$ cat src/rtl/dds_pkg.sv
package dds_pkg;

   typedef enum logic [2:0] {
      ST_IDLE,
      ST_HOST_IN,
      ST_DISK_OUT,
      ST_DISK_FILL,
      ST_HOST_OUT,
      ST_DISK_REFILL
   } dds_state_e;

endpackage

$ cat src/rtl/dds_event_detect.sv
module dds_event_detect (
   input  logic clk,
   input  logic rst_n,
   input  logic host_write,
   input  logic disk_read,
   input  logic host_en,
   input  logic disk_en,
   input  logic host_start,
   input  logic disk_start,
   output logic eval
);
   logic prev_hw, prev_dr, prev_he, prev_de;

   always_ff @(posedge clk or negedge rst_n) begin
      if (!rst_n) begin
         prev_hw <= 1'b0;
         prev_dr <= 1'b0;
         prev_he <= 1'b0;
         prev_de <= 1'b0;
      end else begin
         prev_hw <= host_write;
         prev_dr <= disk_read;
         prev_he <= host_en;
         prev_de <= disk_en;
      end
   end

   assign eval = host_start | disk_start
               | (host_write ^ prev_hw) | (disk_read ^ prev_dr)
               | (host_en & ~prev_he) | (disk_en & ~prev_de);
endmodule

$ cat src/rtl/dds_side_track.sv
module dds_side_track #(
   parameter int CW            = 8,
   parameter bit CLEAR_ON_DONE = 1'b0
) (
   input  logic          clk,
   input  logic          rst_n,
   input  logic          load,
   input  logic [CW-1:0] total,
   input  logic          byte_ok,
   output logic          active,
   output logic [CW-1:0] moved,
   output logic [CW-1:0] remaining,
   output logic          done
);
   logic [CW-1:0] tot_q;
   logic [CW-1:0] moved_nxt;
   logic [CW-1:0] moved_final;

   assign moved_nxt = moved + 1'b1;

   generate
      if (CLEAR_ON_DONE) begin : g_clear
         assign moved_final = '0;
      end else begin : g_hold
         assign moved_final = moved_nxt;
      end
   endgenerate

   always_ff @(posedge clk or negedge rst_n) begin
      if (!rst_n) begin
         tot_q  <= '0;
         moved  <= '0;
         active <= 1'b0;
         done   <= 1'b0;
      end else if (load) begin
         tot_q  <= total;
         moved  <= '0;
         active <= (total != '0);
         done   <= (total == '0);
      end else if (byte_ok && active) begin
         if (moved_nxt == tot_q) begin
            moved  <= moved_final;
            active <= 1'b0;
            done   <= 1'b1;
         end else begin
            moved  <= moved_nxt;
            done   <= 1'b0;
         end
      end else begin
         done <= 1'b0;
      end
   end

   assign remaining = active ? (tot_q - moved) : '0;
endmodule

$ cat src/rtl/dds_step_fsm.sv
module dds_step_fsm
   import dds_pkg::*;
#(
   parameter int CAP   = 16,
   parameter int LVL_W = 5,
   parameter int HW    = 6,
   parameter int DW    = 6
) (
   input  logic             clk,
   input  logic             rst_n,
   input  logic             eval,
   input  logic             host_write,
   input  logic             disk_read,
   input  logic             host_en,
   input  logic             disk_en,
   input  logic             host_active,
   input  logic             disk_active,
   input  logic [HW-1:0]    host_rem,
   input  logic [DW-1:0]    disk_rem,
   input  logic             host_ack,
   input  logic             disk_ack,
   output logic             host_req,
   output logic             disk_req,
   output logic             host_byte,
   output logic             disk_byte,
   output logic             buf_wr,
   output logic             buf_rd,
   output logic [LVL_W-1:0] level
);
   localparam int RW0 = (HW > DW) ? HW : DW;
   localparam int RW  = (RW0 > LVL_W) ? RW0 : LVL_W;

   dds_state_e       state, nxt_step;
   logic             armed, pending;
   logic [LVL_W-1:0] left;
   logic             ok;
   logic [RW-1:0]    room, rem, quota_w;
   logic [LVL_W-1:0] quota, space;
   logic             host_step, disk_step, side_active, moved_any;

   assign space     = LVL_W'(CAP) - level;
   assign host_step = (state == ST_HOST_IN) || (state == ST_HOST_OUT);
   assign disk_step = (state == ST_DISK_OUT) || (state == ST_DISK_FILL)
                   || (state == ST_DISK_REFILL);

   always_comb begin
      ok       = 1'b0;
      room     = '0;
      rem      = '0;
      nxt_step = ST_IDLE;
      unique case (state)
         ST_HOST_IN: begin
            ok = host_active && host_en;
            room = RW'(space); rem = RW'(host_rem); nxt_step = ST_DISK_OUT;
         end
         ST_DISK_OUT: begin
            ok = disk_active && disk_en && !disk_read;
            room = RW'(level); rem = RW'(disk_rem); nxt_step = ST_IDLE;
         end
         ST_DISK_FILL: begin
            ok = disk_active && disk_en && disk_read;
            room = RW'(space); rem = RW'(disk_rem); nxt_step = ST_HOST_OUT;
         end
         ST_HOST_OUT: begin
            ok = host_active && host_en;
            room = RW'(level); rem = RW'(host_rem); nxt_step = ST_DISK_REFILL;
         end
         ST_DISK_REFILL: begin
            ok = disk_active && disk_en && disk_read;
            room = RW'(space); rem = RW'(disk_rem); nxt_step = ST_IDLE;
         end
         default: begin
            ok = 1'b0;
         end
      endcase
   end

   assign quota_w     = (rem < room) ? rem : room;
   assign quota       = ok ? quota_w[LVL_W-1:0] : '0;
   assign side_active = host_step ? host_active : disk_active;
   assign host_req    = armed && host_step && host_active;
   assign disk_req    = armed && disk_step && disk_active;
   assign host_byte   = host_req && host_ack;
   assign disk_byte   = disk_req && disk_ack;
   assign moved_any   = host_byte || disk_byte;
   assign buf_wr      = ((state == ST_HOST_IN) && host_byte)
                     || (((state == ST_DISK_FILL) || (state == ST_DISK_REFILL)) && disk_byte);
   assign buf_rd      = ((state == ST_HOST_OUT) && host_byte)
                     || ((state == ST_DISK_OUT) && disk_byte);

   always_ff @(posedge clk or negedge rst_n) begin
      if (!rst_n) begin
         state   <= ST_IDLE;
         armed   <= 1'b0;
         pending <= 1'b0;
         left    <= '0;
      end else if (state == ST_IDLE) begin
         armed <= 1'b0;
         if (eval || pending) begin
            pending <= 1'b0;
            state   <= host_write ? ST_HOST_IN : ST_DISK_FILL;
         end
      end else begin
         if (eval) pending <= 1'b1;
         if (!armed) begin
            if (quota == '0) begin
               state <= nxt_step;
            end else begin
               armed <= 1'b1;
               left  <= quota;
            end
         end else if (!side_active) begin
            armed <= 1'b0;
            state <= nxt_step;
         end else if (moved_any) begin
            left <= left - 1'b1;
            if (left == LVL_W'(1)) begin
               armed <= 1'b0;
               state <= nxt_step;
            end
         end
      end
   end

   always_ff @(posedge clk or negedge rst_n) begin
      if (!rst_n)      level <= '0;
      else if (buf_wr) level <= level + 1'b1;
      else if (buf_rd) level <= level - 1'b1;
   end
endmodule

$ cat src/rtl/dual_dma_sequencer.sv
module dual_dma_sequencer #(
   parameter int SECTOR_BYTES = 512,
   parameter int BUF_SECTORS  = 16,
   parameter int SEC_W        = 8,
   parameter int HLEN_W       = 14,
   localparam int CAP   = SECTOR_BYTES * BUF_SECTORS,
   localparam int LVL_W = $clog2(CAP + 1),
   localparam int SB_LOG = $clog2(SECTOR_BYTES),
   localparam int DW    = SEC_W + SB_LOG
) (
   input  logic              clk,
   input  logic              rst_n,
   input  logic              host_write,
   input  logic              host_en,
   input  logic              host_start,
   input  logic [HLEN_W-1:0] host_len,
   input  logic              disk_read,
   input  logic              disk_en,
   input  logic              disk_start,
   input  logic [SEC_W-1:0]  disk_sectors,
   input  logic              host_ack,
   input  logic              disk_ack,
   output logic              host_req,
   output logic              disk_req,
   output logic              buf_wr,
   output logic              buf_rd,
   output logic [LVL_W-1:0]  buf_level,
   output logic [HLEN_W-1:0] host_moved,
   output logic [DW-1:0]     disk_moved,
   output logic              host_busy,
   output logic              disk_ready,
   output logic              host_done,
   output logic              disk_done
);
   generate
      if ((SECTOR_BYTES < 2) || ((SECTOR_BYTES & (SECTOR_BYTES - 1)) != 0)) begin : g_bad_sector
         $error("SECTOR_BYTES must be a power of two of at least 2");
      end
      if (CAP >= (1 << HLEN_W)) begin : g_bad_hlen
         $error("HLEN_W too narrow for the buffer capacity");
      end
   endgenerate

   logic              eval;
   logic [HLEN_W-1:0] host_total, host_rem;
   logic [DW-1:0]     disk_total, disk_rem;
   logic              host_byte, disk_byte;

   assign host_total = (host_len > HLEN_W'(CAP)) ? HLEN_W'(CAP) : host_len;
   assign disk_total = {disk_sectors, {SB_LOG{1'b0}}};

   dds_event_detect u_evt (
      .clk        (clk),
      .rst_n      (rst_n),
      .host_write (host_write),
      .disk_read  (disk_read),
      .host_en    (host_en),
      .disk_en    (disk_en),
      .host_start (host_start),
      .disk_start (disk_start),
      .eval       (eval)
   );

   dds_side_track #(.CW(HLEN_W), .CLEAR_ON_DONE(1'b0)) u_host (
      .clk       (clk),
      .rst_n     (rst_n),
      .load      (host_start),
      .total     (host_total),
      .byte_ok   (host_byte),
      .active    (host_busy),
      .moved     (host_moved),
      .remaining (host_rem),
      .done      (host_done)
   );

   dds_side_track #(.CW(DW), .CLEAR_ON_DONE(1'b1)) u_disk (
      .clk       (clk),
      .rst_n     (rst_n),
      .load      (disk_start),
      .total     (disk_total),
      .byte_ok   (disk_byte),
      .active    (disk_ready),
      .moved     (disk_moved),
      .remaining (disk_rem),
      .done      (disk_done)
   );

   dds_step_fsm #(.CAP(CAP), .LVL_W(LVL_W), .HW(HLEN_W), .DW(DW)) u_fsm (
      .clk         (clk),
      .rst_n       (rst_n),
      .eval        (eval),
      .host_write  (host_write),
      .disk_read   (disk_read),
      .host_en     (host_en),
      .disk_en     (disk_en),
      .host_active (host_busy),
      .disk_active (disk_ready),
      .host_rem    (host_rem),
      .disk_rem    (disk_rem),
      .host_ack    (host_ack),
      .disk_ack    (disk_ack),
      .host_req    (host_req),
      .disk_req    (disk_req),
      .host_byte   (host_byte),
      .disk_byte   (disk_byte),
      .buf_wr      (buf_wr),
      .buf_rd      (buf_rd),
      .level       (buf_level)
   );
endmodule

$ cat config.mk
export PLATFORM = sky130hd
export DESIGN_NAME = dual_dma_sequencer
export DESIGN_NICKNAME = d
export VERILOG_FILES = /design/src/rtl/dds_pkg.sv /design/src/rtl/dds_event_detect.sv /design/src/rtl/dds_side_track.sv /design/src/rtl/dds_step_fsm.sv /design/src/rtl/dual_dma_sequencer.sv
export SDC_FILE = /design/constraint.sdc
export NUM_CORES = 1
export LEC_CHECK = 0
export ABC_CLOCK_PERIOD_IN_PS = 4200
export CORE_UTILIZATION = 35
export DETAILED_ROUTE_END_ITERATION = 8
export SETUP_SLACK_MARGIN = 0.2
export SYNTH_ARGS = -nofsm -noshare
export SYNTH_HDL_FRONTEND = slang
export SYNTH_SLANG_ARGS = --single-unit
export TNS_END_PERCENT = 30
$ cat constraint.sdc
create_clock -name clk -period 4.2 [get_ports clk]
set_input_delay 0.84 -clock clk [delete_from_list [all_inputs] [get_ports clk]]
set_output_delay 0.84 -clock clk [all_outputs]
set_load 0.02 [all_outputs]
==> results of run 1 <==
sequential cells by signal, indices dropped and copies added, names as in the netlist, 3 cells and up:
name,flops
u_fsm.left,14
u_fsm.level,14
u_disk.moved,17
u_disk.tot_q,8
u_host.moved,14
u_host.tot_q,14
u_fsm.state,3
metal layers:
layer	vias to the layer above	wire [um]
li1	4061	-
met4	0	648
met5	-	0
met3	39	852
met1	3871	11700
met2	175	11600
worst register-to-register path: cells and delay by family (launching register included):
kind	cells	cell delay, ns
AND/OR/NAND/NOR	6	0.74
multiplexers	1	0.31
AO/OA/AOI/OAI	7	1.80
flip-flops	1	0.41
buffers and inverters	1	0.13
adder cells (fa/ha/maj)	3	0.86
timing repair:
item                                   4_1_cts  5_1_grt
buffers inserted                             7        5
pin swaps                                   17       17
setup endpoints to repair                   19       21
endpoints found under the hold margin        0        0
hold buffers                                 0        0
gates resized for setup                     35       28
power by group:
part / total, W / leakage (nW) / internal (W) / switching, W
registers: 0.00129 / 1.18 / 0.00110 / 0.000188
logic: 0.00509 / 3.29 / 0.00228 / 0.00281
clock network: 0.000870 / 0.151 / 0.000471 / 0.000399
total: 0.00725 / 4.62 / 0.00385 / 0.00340
cell families (layout without fill, tap and decap cells):
group / count (synthesis) / in the layout / synth area share
buffers and inverters: 111 / 342 / 0.0546
adder cells (fa/ha/maj): 53 / 53 / 0.0843
XOR/XNOR: 77 / 77 / 0.0839
flip-flops: 94 / 94 / 0.293
AND/OR/NAND/NOR: 362 / 362 / 0.237
multiplexers: 14 / 14 / 0.0195
AO/OA/AOI/OAI: 280 / 280 / 0.228
cell type report:
class / instances / share of cell area
clock buffer: 9 / 0.0204
clock inverter: 7 / 0.00715
inverter: 69 / 0.0235
multi-input combinational: 786 / 0.507
sequential: 94 / 0.214
tap: 285 / 0.0323
timing repair buffer: 257 / 0.195
cells in the final DEF (no fill, tap or decap), types with 44 or more instances in the layout:
master / n
sky130_fd_sc_hd__nand2_1: 71
sky130_fd_sc_hd__a21oi_1: 54
sky130_fd_sc_hd__o21ai_0: 83
sky130_fd_sc_hd__buf_4: 170
sky130_fd_sc_hd__ha_1: 44
sky130_fd_sc_hd__dfrtp_1: 87
sky130_fd_sc_hd__xnor2_1: 49
sky130_fd_sc_hd__nor2_1: 92
sky130_fd_sc_hd__inv_1: 67
sky130_fd_sc_hd__clkdlybuf4s50_1: 83
how the worst max path moves through the flow:
stage                    startpoint             to  cells past startpoint
floorplan            u_fsm.level[4]  u_fsm.left[1]                     20
global placement    u_host.moved[0]  u_fsm.left[3]                     18
detailed placement  u_host.moved[0]  u_fsm.left[3]                     18
CTS                 u_host.moved[0]  u_fsm.left[1]                     20
global route        u_host.tot_q[0]  u_fsm.left[9]                     22
finish              u_host.moved[0]  u_fsm.left[1]                     18
through the flow:
stage / utilization / hold slack (ns)
after floorplan: - / 0.466
after global placement: 0.457 / 0.497
after detailed placement: 0.457 / 0.514
after CTS: 0.480 / 0.528
after global routing: 0.489 / 0.543
final: 0.489 / 0.527
==> impl_metrics.xml, run 1 <==
<?xml version="1.0" encoding="UTF-8"?>
<metrics>
  <group name="logic_synthesis">
    <metric name="synthesis.area" unit="mm2">0.00804</metric>
    <metric name="most_area_hungry_cell_type_in_the_yosys_netlist" unit="">sky130_fd_sc_hd__dfrtp_1</metric>
    <metric name="yosysWarningCount" unit="">0</metric>
    <metric name="synth_edf_count" unit="">0</metric>
    <metric name="synth.top_cells.by_area" unit="">sky130_fd_sc_hd__dfrtp_1 (29%), sky130_fd_sc_hd__ha_1 (7.9%), sky130_fd_sc_hd__o21ai_0 (5.6%), sky130_fd_sc_hd__xnor2_1 (5.3%), sky130_fd_sc_hd__nor2_1 (4.3%)</metric>
    <metric name="synth.avg_cell_area" unit="um2">8.11</metric>
    <metric name="yosys.cell_count.top_type" unit="">sky130_fd_sc_hd__dfrtp_1</metric>
    <metric name="yosys_most_used_dff" unit="">sky130_fd_sc_hd__dfrtp_1</metric>
    <metric name="synthesis.instances" unit="">991</metric>
    <metric name="post_synth_most_frequent_cells" unit="">sky130_fd_sc_hd__dfrtp_1 (94), sky130_fd_sc_hd__nor2_1 (93), sky130_fd_sc_hd__o21ai_0 (90)</metric>
    <metric name="asyncSetResetFlopFracSynth" unit="">1.00</metric>
    <metric name="synth_top_area_frac" unit="">0.293</metric>
    <metric name="synth-seq-cells" unit="">94</metric>
    <metric name="yosysSeqAreaShare" unit="">0.293</metric>
    <metric name="yosys.cell_types.count" unit="">85</metric>
    <metric name="synth_nets" unit="">1076</metric>
  </group>
  <group name="floorplan">
    <metric name="core_box_area" unit="mm2">0.0226</metric>
    <metric name="die_y" unit="um">154</metric>
    <metric name="floorplan.initialDensity" unit="">0.356</metric>
    <metric name="num_rows" unit="">55</metric>
    <metric name="io_pins" unit="">85</metric>
    <metric name="floorplan.die.width" unit="um">154</metric>
    <metric name="dieArea" unit="mm2">0.0236</metric>
  </group>
  <group name="pwr">
    <metric name="total_leakage_power" unit="nW">4.62</metric>
    <metric name="pwr_per_cell_area" unit="mW/mm2">657</metric>
    <metric name="peak_supply_drop" unit="uV">310</metric>
    <metric name="power.total" unit="W">0.00725</metric>
  </group>
  <group name="clocking">
    <metric name="clockBufferDepth" unit="">2</metric>
    <metric name="htree_depth" unit="">3</metric>
    <metric name="tritoncts_clock_tree" unit="">done</metric>
    <metric name="cts_made_buffers" unit="">9</metric>
    <metric name="cts_num_sinks" unit="">94</metric>
    <metric name="path_clk_slew" unit="ns">0.07</metric>
    <metric name="ctsRootBufferMaster" unit="">sky130_fd_sc_hd__clkbuf_16</metric>
    <metric name="worstSkewPairLatency" unit="ns">0.36</metric>
  </group>
  <group name="sta">
    <metric name="period_share" unit="">1.04</metric>
    <metric name="relSlewSlack" unit="">0.305</metric>
    <metric name="fin_worst_skew" unit="ns">0.0119</metric>
    <metric name="tightestPinTransition" unit="ns">1.04</metric>
    <metric name="setup_repair_after_global_routing_missed_its_margin" unit="">yes</metric>
    <metric name="final.setup.tns" unit="ns">-2.03</metric>
    <metric name="setup-violations-final" unit="">18</metric>
    <metric name="final-hold-violation-count" unit="">0</metric>
    <metric name="fin_crit" unit="ns">4.36</metric>
    <metric name="finalWorstSetupSlack" unit="ns">-0.162</metric>
    <metric name="timing.fmax" unit="GHz">0.229</metric>
    <metric name="drv_slew" unit="">0</metric>
  </group>
  <group name="critical_path">
    <metric name="worstReg2RegStart" unit="">u_host.moved[0]</metric>
    <metric name="crit_path_launch_type" unit="">register</metric>
    <metric name="worst_r2r_path_depth" unit="">18</metric>
    <metric name="r2r_setup_slack" unit="ns">-0.16</metric>
    <metric name="worstPathMaxFanout" unit="">4</metric>
    <metric name="cp_cell_sequence" unit="">ha_4, fa_2, nor2b_4, o31ai_4, a211oi_2, nor3_2, o32ai_2, ha_1, nand3_2, buf_4, nor4_4, and2_0, a221o_1, a31oi_2, nand4_1, a32oi_4, a21oi_4, mux2_4</metric>
    <metric name="kind_of_end_point_of_the_critical_path" unit="">register</metric>
    <metric name="crit_family" unit="">compound AO/OA/AOI/OAI gates</metric>
    <metric name="cp_slowest_stage_delay" unit="ns">0.41</metric>
    <metric name="worstSetupPathType" unit="">reg2reg</metric>
    <metric name="critical_path.reg2reg.endpoint" unit="">u_fsm.left[1]</metric>
    <metric name="critical_path_required" unit="ns">4.44</metric>
    <metric name="critical_path.slowest_cell" unit="">sky130_fd_sc_hd__dfrtp_1</metric>
    <metric name="data_arrival_time_of_the_critical_path" unit="ns">4.61</metric>
    <metric name="crit_path_buf_inv_count" unit="">1</metric>
  </group>
  <group name="flow_run">
    <metric name="cap_violations" unit="">0</metric>
  </group>
  <group name="drt">
    <metric name="routed_via_density" unit="">5.41</metric>
    <metric name="ant_nets" unit="">0</metric>
    <metric name="postRouteWirelength" unit="um">24800</metric>
    <metric name="vias" unit="">8146</metric>
    <metric name="firstDrtPassIters" unit="">5</metric>
    <metric name="post_drt_wl_per_cell" unit="um">16.5</metric>
    <metric name="drt_drc_violations_left" unit="">0</metric>
    <metric name="drt_iter0_drc" unit="">591</metric>
  </group>
  <group name="outcome">
    <metric name="run_status" unit="">complete, but fails checks</metric>
    <metric name="failed_checks" unit="">negative setup slack</metric>
  </group>
  <group name="layout">
    <metric name="layout-drive-gt1-share" unit="">0.235</metric>
    <metric name="flow.area_growth_from_synthesis" unit="%">37.1</metric>
    <metric name="insertedDiodeCount" unit="">0</metric>
    <metric name="final.fill_count" unit="">2175</metric>
    <metric name="layout.cell_area.non_filler" unit="mm2">0.0110</metric>
    <metric name="number_of_cells_in_the_finished_layout_apart_from_fillers" unit="">1507</metric>
    <metric name="layout.nets" unit="">1302</metric>
    <metric name="multi_input_combinational_cell_area" unit="mm2">0.00559</metric>
    <metric name="final-seq-area" unit="mm2">0.00236</metric>
  </group>
  <group name="worst_hold_path">
    <metric name="hold_class" unit="">reg2reg</metric>
    <metric name="whs_endpoint" unit="">u_fsm.left[13]</metric>
    <metric name="hold-path-cell-count" unit="">1</metric>
    <metric name="hp-start" unit="">u_fsm.left[13]</metric>
  </group>
  <group name="global_routing">
    <metric name="grt_usage" unit="">0.215</metric>
    <metric name="maximum_number_of_pins_on_one_net_before_global_route_repair" unit="">77</metric>
    <metric name="first_global_vias" unit="">7962</metric>
    <metric name="first_pass_grt_wire_length" unit="um">40900</metric>
    <metric name="antenna_found_initial" unit="">0</metric>
    <metric name="grt_busiest_layer" unit="">met2</metric>
    <metric name="groute.layer.met2.usage" unit="">0.353</metric>
    <metric name="globalRouteMet3Util" unit="">0.0251</metric>
    <metric name="grt_use_met1" unit="">0.291</metric>
    <metric name="globalRoute.totalOverflow" unit="">0</metric>
  </group>
  <group name="placement">
    <metric name="placedCellCount" unit="">1479</metric>
    <metric name="post_dp_cell_area" unit="mm2">0.0103</metric>
    <metric name="setup_ws_pre_cts" unit="ns">-0.448</metric>
    <metric name="gpl_wtd_cong" unit="">0.910</metric>
    <metric name="place_hpwl" unit="um">19200</metric>
    <metric name="place.port_buffers" unit="">84</metric>
  </group>
</metrics>
(Power assumes the default switching activity.)
==> run 2: changes to the inputs <==
--- a/config.mk
+++ b/config.mk
@@ -6,8 +6,9 @@
 export NUM_CORES = 1
 export LEC_CHECK = 0
 export ABC_CLOCK_PERIOD_IN_PS = 4200
-export CORE_UTILIZATION = 35
+export CORE_UTILIZATION = 50
 export DETAILED_ROUTE_END_ITERATION = 8
+export PLACE_DENSITY = 0.75
 export SETUP_SLACK_MARGIN = 0.2
 export SYNTH_ARGS = -nofsm -noshare
 export SYNTH_HDL_FRONTEND = slang
==> impl_metrics.xml, run 2 (synthesized netlist as in run 1, its figures left out) <==
<?xml version="1.0" encoding="UTF-8"?>
<metrics>
  <group name="layout">
    <metric name="largest_register" unit="">u_disk.moved</metric>
    <metric name="layout.cell_area.non_filler" unit="mm2">0.0112</metric>
    <metric name="layout-drive-gt1-share" unit="">0.247</metric>
    <metric name="flow.area_growth_from_synthesis" unit="%">38.8</metric>
    <metric name="layout.cells.most_common_list" unit="">sky130_fd_sc_hd__buf_4 (178), sky130_fd_sc_hd__nor2_1 (91), sky130_fd_sc_hd__dfrtp_1 (87)</metric>
    <metric name="insertedDiodeCount" unit="">0</metric>
    <metric name="number_of_flip_flops_in_the_largest_register" unit="">17</metric>
    <metric name="layout.nets" unit="">1313</metric>
    <metric name="layout.cells.most_common" unit="">sky130_fd_sc_hd__buf_4</metric>
  </group>
  <group name="global_routing">
    <metric name="globalRoute.totalOverflow" unit="">0</metric>
    <metric name="grt_use_met1" unit="">0.425</metric>
    <metric name="first_pass_grt_wire_length" unit="um">40800</metric>
    <metric name="groute.layer.met2.usage" unit="">0.505</metric>
    <metric name="grt_usage" unit="">0.314</metric>
    <metric name="globalRouteMet3Util" unit="">0.0391</metric>
    <metric name="antenna_found_initial" unit="">0</metric>
    <metric name="maximum_number_of_pins_on_one_net_before_global_route_repair" unit="">46</metric>
    <metric name="first_global_vias" unit="">8198</metric>
    <metric name="grt_busiest_layer" unit="">met2</metric>
  </group>
  <group name="sta">
    <metric name="setup_repair_after_global_routing_missed_its_margin" unit="">yes</metric>
    <metric name="drv_slew" unit="">0</metric>
    <metric name="final.setup.tns" unit="ns">-3.49</metric>
    <metric name="fin_crit" unit="ns">4.45</metric>
    <metric name="fin_worst_skew" unit="ns">0.00546</metric>
    <metric name="period_share" unit="">1.06</metric>
    <metric name="timing.fmax" unit="GHz">0.225</metric>
    <metric name="final-hold-violation-count" unit="">0</metric>
    <metric name="relSlewSlack" unit="">0.546</metric>
    <metric name="setup-violations-final" unit="">18</metric>
    <metric name="finalWorstSetupSlack" unit="ns">-0.252</metric>
    <metric name="holdWs" unit="ns">0.487</metric>
    <metric name="tightestPinTransition" unit="ns">0.672</metric>
  </group>
  <group name="drt">
    <metric name="drt_drc_violations_left" unit="">0</metric>
    <metric name="ant_nets" unit="">0</metric>
    <metric name="drt_iter0_drc" unit="">722</metric>
    <metric name="routed_via_density" unit="">5.92</metric>
    <metric name="vias" unit="">8551</metric>
    <metric name="post_drt_wl_per_cell" unit="um">17.6</metric>
    <metric name="firstDrtPassIters" unit="">6</metric>
    <metric name="postRouteWirelength" unit="um">25400</metric>
  </group>
  <group name="critical_path">
    <metric name="worstReg2RegStart" unit="">u_host.moved[0]</metric>
    <metric name="critical_path_required" unit="ns">4.45</metric>
    <metric name="worstSetupPathType" unit="">reg2reg</metric>
    <metric name="kind_of_end_point_of_the_critical_path" unit="">register</metric>
    <metric name="critical_path.reg2reg.endpoint" unit="">u_fsm.left[3]</metric>
    <metric name="worst_r2r_path_depth" unit="">20</metric>
    <metric name="r2r_setup_slack" unit="ns">-0.25</metric>
    <metric name="crit_path_launch_type" unit="">register</metric>
    <metric name="data_arrival_time_of_the_critical_path" unit="ns">4.70</metric>
    <metric name="worstPathMaxFanout" unit="">4</metric>
    <metric name="cp-startpoint" unit="">u_host.moved[0]</metric>
  </group>
  <group name="pwr">
    <metric name="peak_supply_drop" unit="uV">496</metric>
    <metric name="pwr_per_cell_area" unit="mW/mm2">684</metric>
    <metric name="total_leakage_power" unit="nW">4.74</metric>
  </group>
  <group name="floorplan">
    <metric name="floorplan.die.width" unit="um">129</metric>
    <metric name="io_pins" unit="">85</metric>
    <metric name="num_rows" unit="">45</metric>
    <metric name="dieArea" unit="mm2">0.0166</metric>
    <metric name="floorplan.initialDensity" unit="">0.521</metric>
    <metric name="core_box_area" unit="mm2">0.0154</metric>
    <metric name="die_y" unit="um">129</metric>
  </group>
  <group name="clocking">
    <metric name="tritoncts_clock_tree" unit="">done</metric>
    <metric name="ctsRootBufferMaster" unit="">sky130_fd_sc_hd__clkbuf_16</metric>
    <metric name="clockBufferDepth" unit="">2</metric>
    <metric name="worstSkewPairLatency" unit="ns">0.35</metric>
    <metric name="cts_made_buffers" unit="">9</metric>
    <metric name="cts_num_sinks" unit="">94</metric>
    <metric name="htree_depth" unit="">3</metric>
    <metric name="path_clk_slew" unit="ns">0.07</metric>
  </group>
  <group name="outcome">
    <metric name="failed_checks" unit="">negative setup slack</metric>
    <metric name="run_status" unit="">complete, but fails checks</metric>
  </group>
  <group name="placement">
    <metric name="place.port_buffers" unit="">84</metric>
    <metric name="gpl_wtd_cong" unit="">0.961</metric>
    <metric name="post_dp_cell_area" unit="mm2">0.0102</metric>
    <metric name="place_hpwl" unit="um">18400</metric>
  </group>
  <group name="flow_run">
    <metric name="cap_violations" unit="">0</metric>
  </group>
  <group name="worst_hold_path">
    <metric name="hold_class" unit="">in2async</metric>
  </group>
</metrics>
==> run 2: worst max-delay path by stage <==
stage	end	slack [ns]	depth (start not counted)
floorplan	u_fsm.left[1]	-0.25	20
global placement	u_fsm.left[12]	-0.22	18
detailed placement	u_fsm.left[12]	-0.38	18
CTS	u_fsm.left[1]	-0.05	20
global route	u_fsm.left[9]	-0.37	19
finish	u_fsm.left[3]	-0.25	20
==> run 2: routing by layer <==
layer	part of all wire	vias to the layer above	wire length, um
met2	0.46	336	11700
met5	0	-	0
met4	0.038	0	958
met3	0.058	72	1490
li1	-	4086	-
met1	0.44	4057	11200
==> run 2: critical path, cell delays in order, from the launching register on <==
cell                       delay, ns
sky130_fd_sc_hd__dfrtp_1        0.43
sky130_fd_sc_hd__ha_4           0.20
sky130_fd_sc_hd__fa_2           0.42
sky130_fd_sc_hd__nor2b_4        0.18
sky130_fd_sc_hd__o31a_1         0.17
sky130_fd_sc_hd__o21a_1         0.14
sky130_fd_sc_hd__nor2_2         0.05
sky130_fd_sc_hd__xnor2_1        0.12
sky130_fd_sc_hd__a32oi_1        0.20
sky130_fd_sc_hd__inv_1          0.12
sky130_fd_sc_hd__ha_4           0.23
sky130_fd_sc_hd__a21oi_2        0.13
sky130_fd_sc_hd__o21ai_2        0.08
sky130_fd_sc_hd__a221oi_2       0.26
sky130_fd_sc_hd__nand2_1        0.09
sky130_fd_sc_hd__a221o_1        0.32
sky130_fd_sc_hd__a31o_2         0.27
sky130_fd_sc_hd__nand4_1        0.10
sky130_fd_sc_hd__a221oi_1       0.11
sky130_fd_sc_hd__or4_1          0.53
sky130_fd_sc_hd__a21o_1         0.19
==> run 2: per-stage QoR <==
step                cells  total power (W)   util  worst slack (ns)
finish               1444          0.00763  0.723            -0.252
global route         1444          0.00813  0.723            -0.366
CTS                  1438          0.00740  0.716           -0.0519
detailed placement   1406          0.00585  0.664            -0.376
global placement     1406          0.00577  0.664            -0.217
floorplan             991          0.00415      -            -0.248
==> run 2: area by class of cell <==
cell class	count	area [um2]
timing repair buffer	268	2250
multi-input combinational	786	5670
clock buffer	13	260
sequential	94	2360
tap	211	264
inverter	69	259
fill	1154	4270
clock inverter	3	90.1
==> run 2: repair_timing <==
action / in CTS / in global routing
hold buffers: 0 / 0
setup buffers: 16 / 6
gates resized for setup: 61 / 20
pin swaps: 37 / 14
setup endpoints to repair: 21 / 21
hold endpoints to repair: 0 / 0
==> run 2: where the power goes <==
part | total [W] | switching, W | internal (W)
clock network | 0.000974 | 0.000358 | 0.000616
logic | 0.00537 | 0.00295 | 0.00242
registers | 0.00129 | 0.000186 | 0.00110
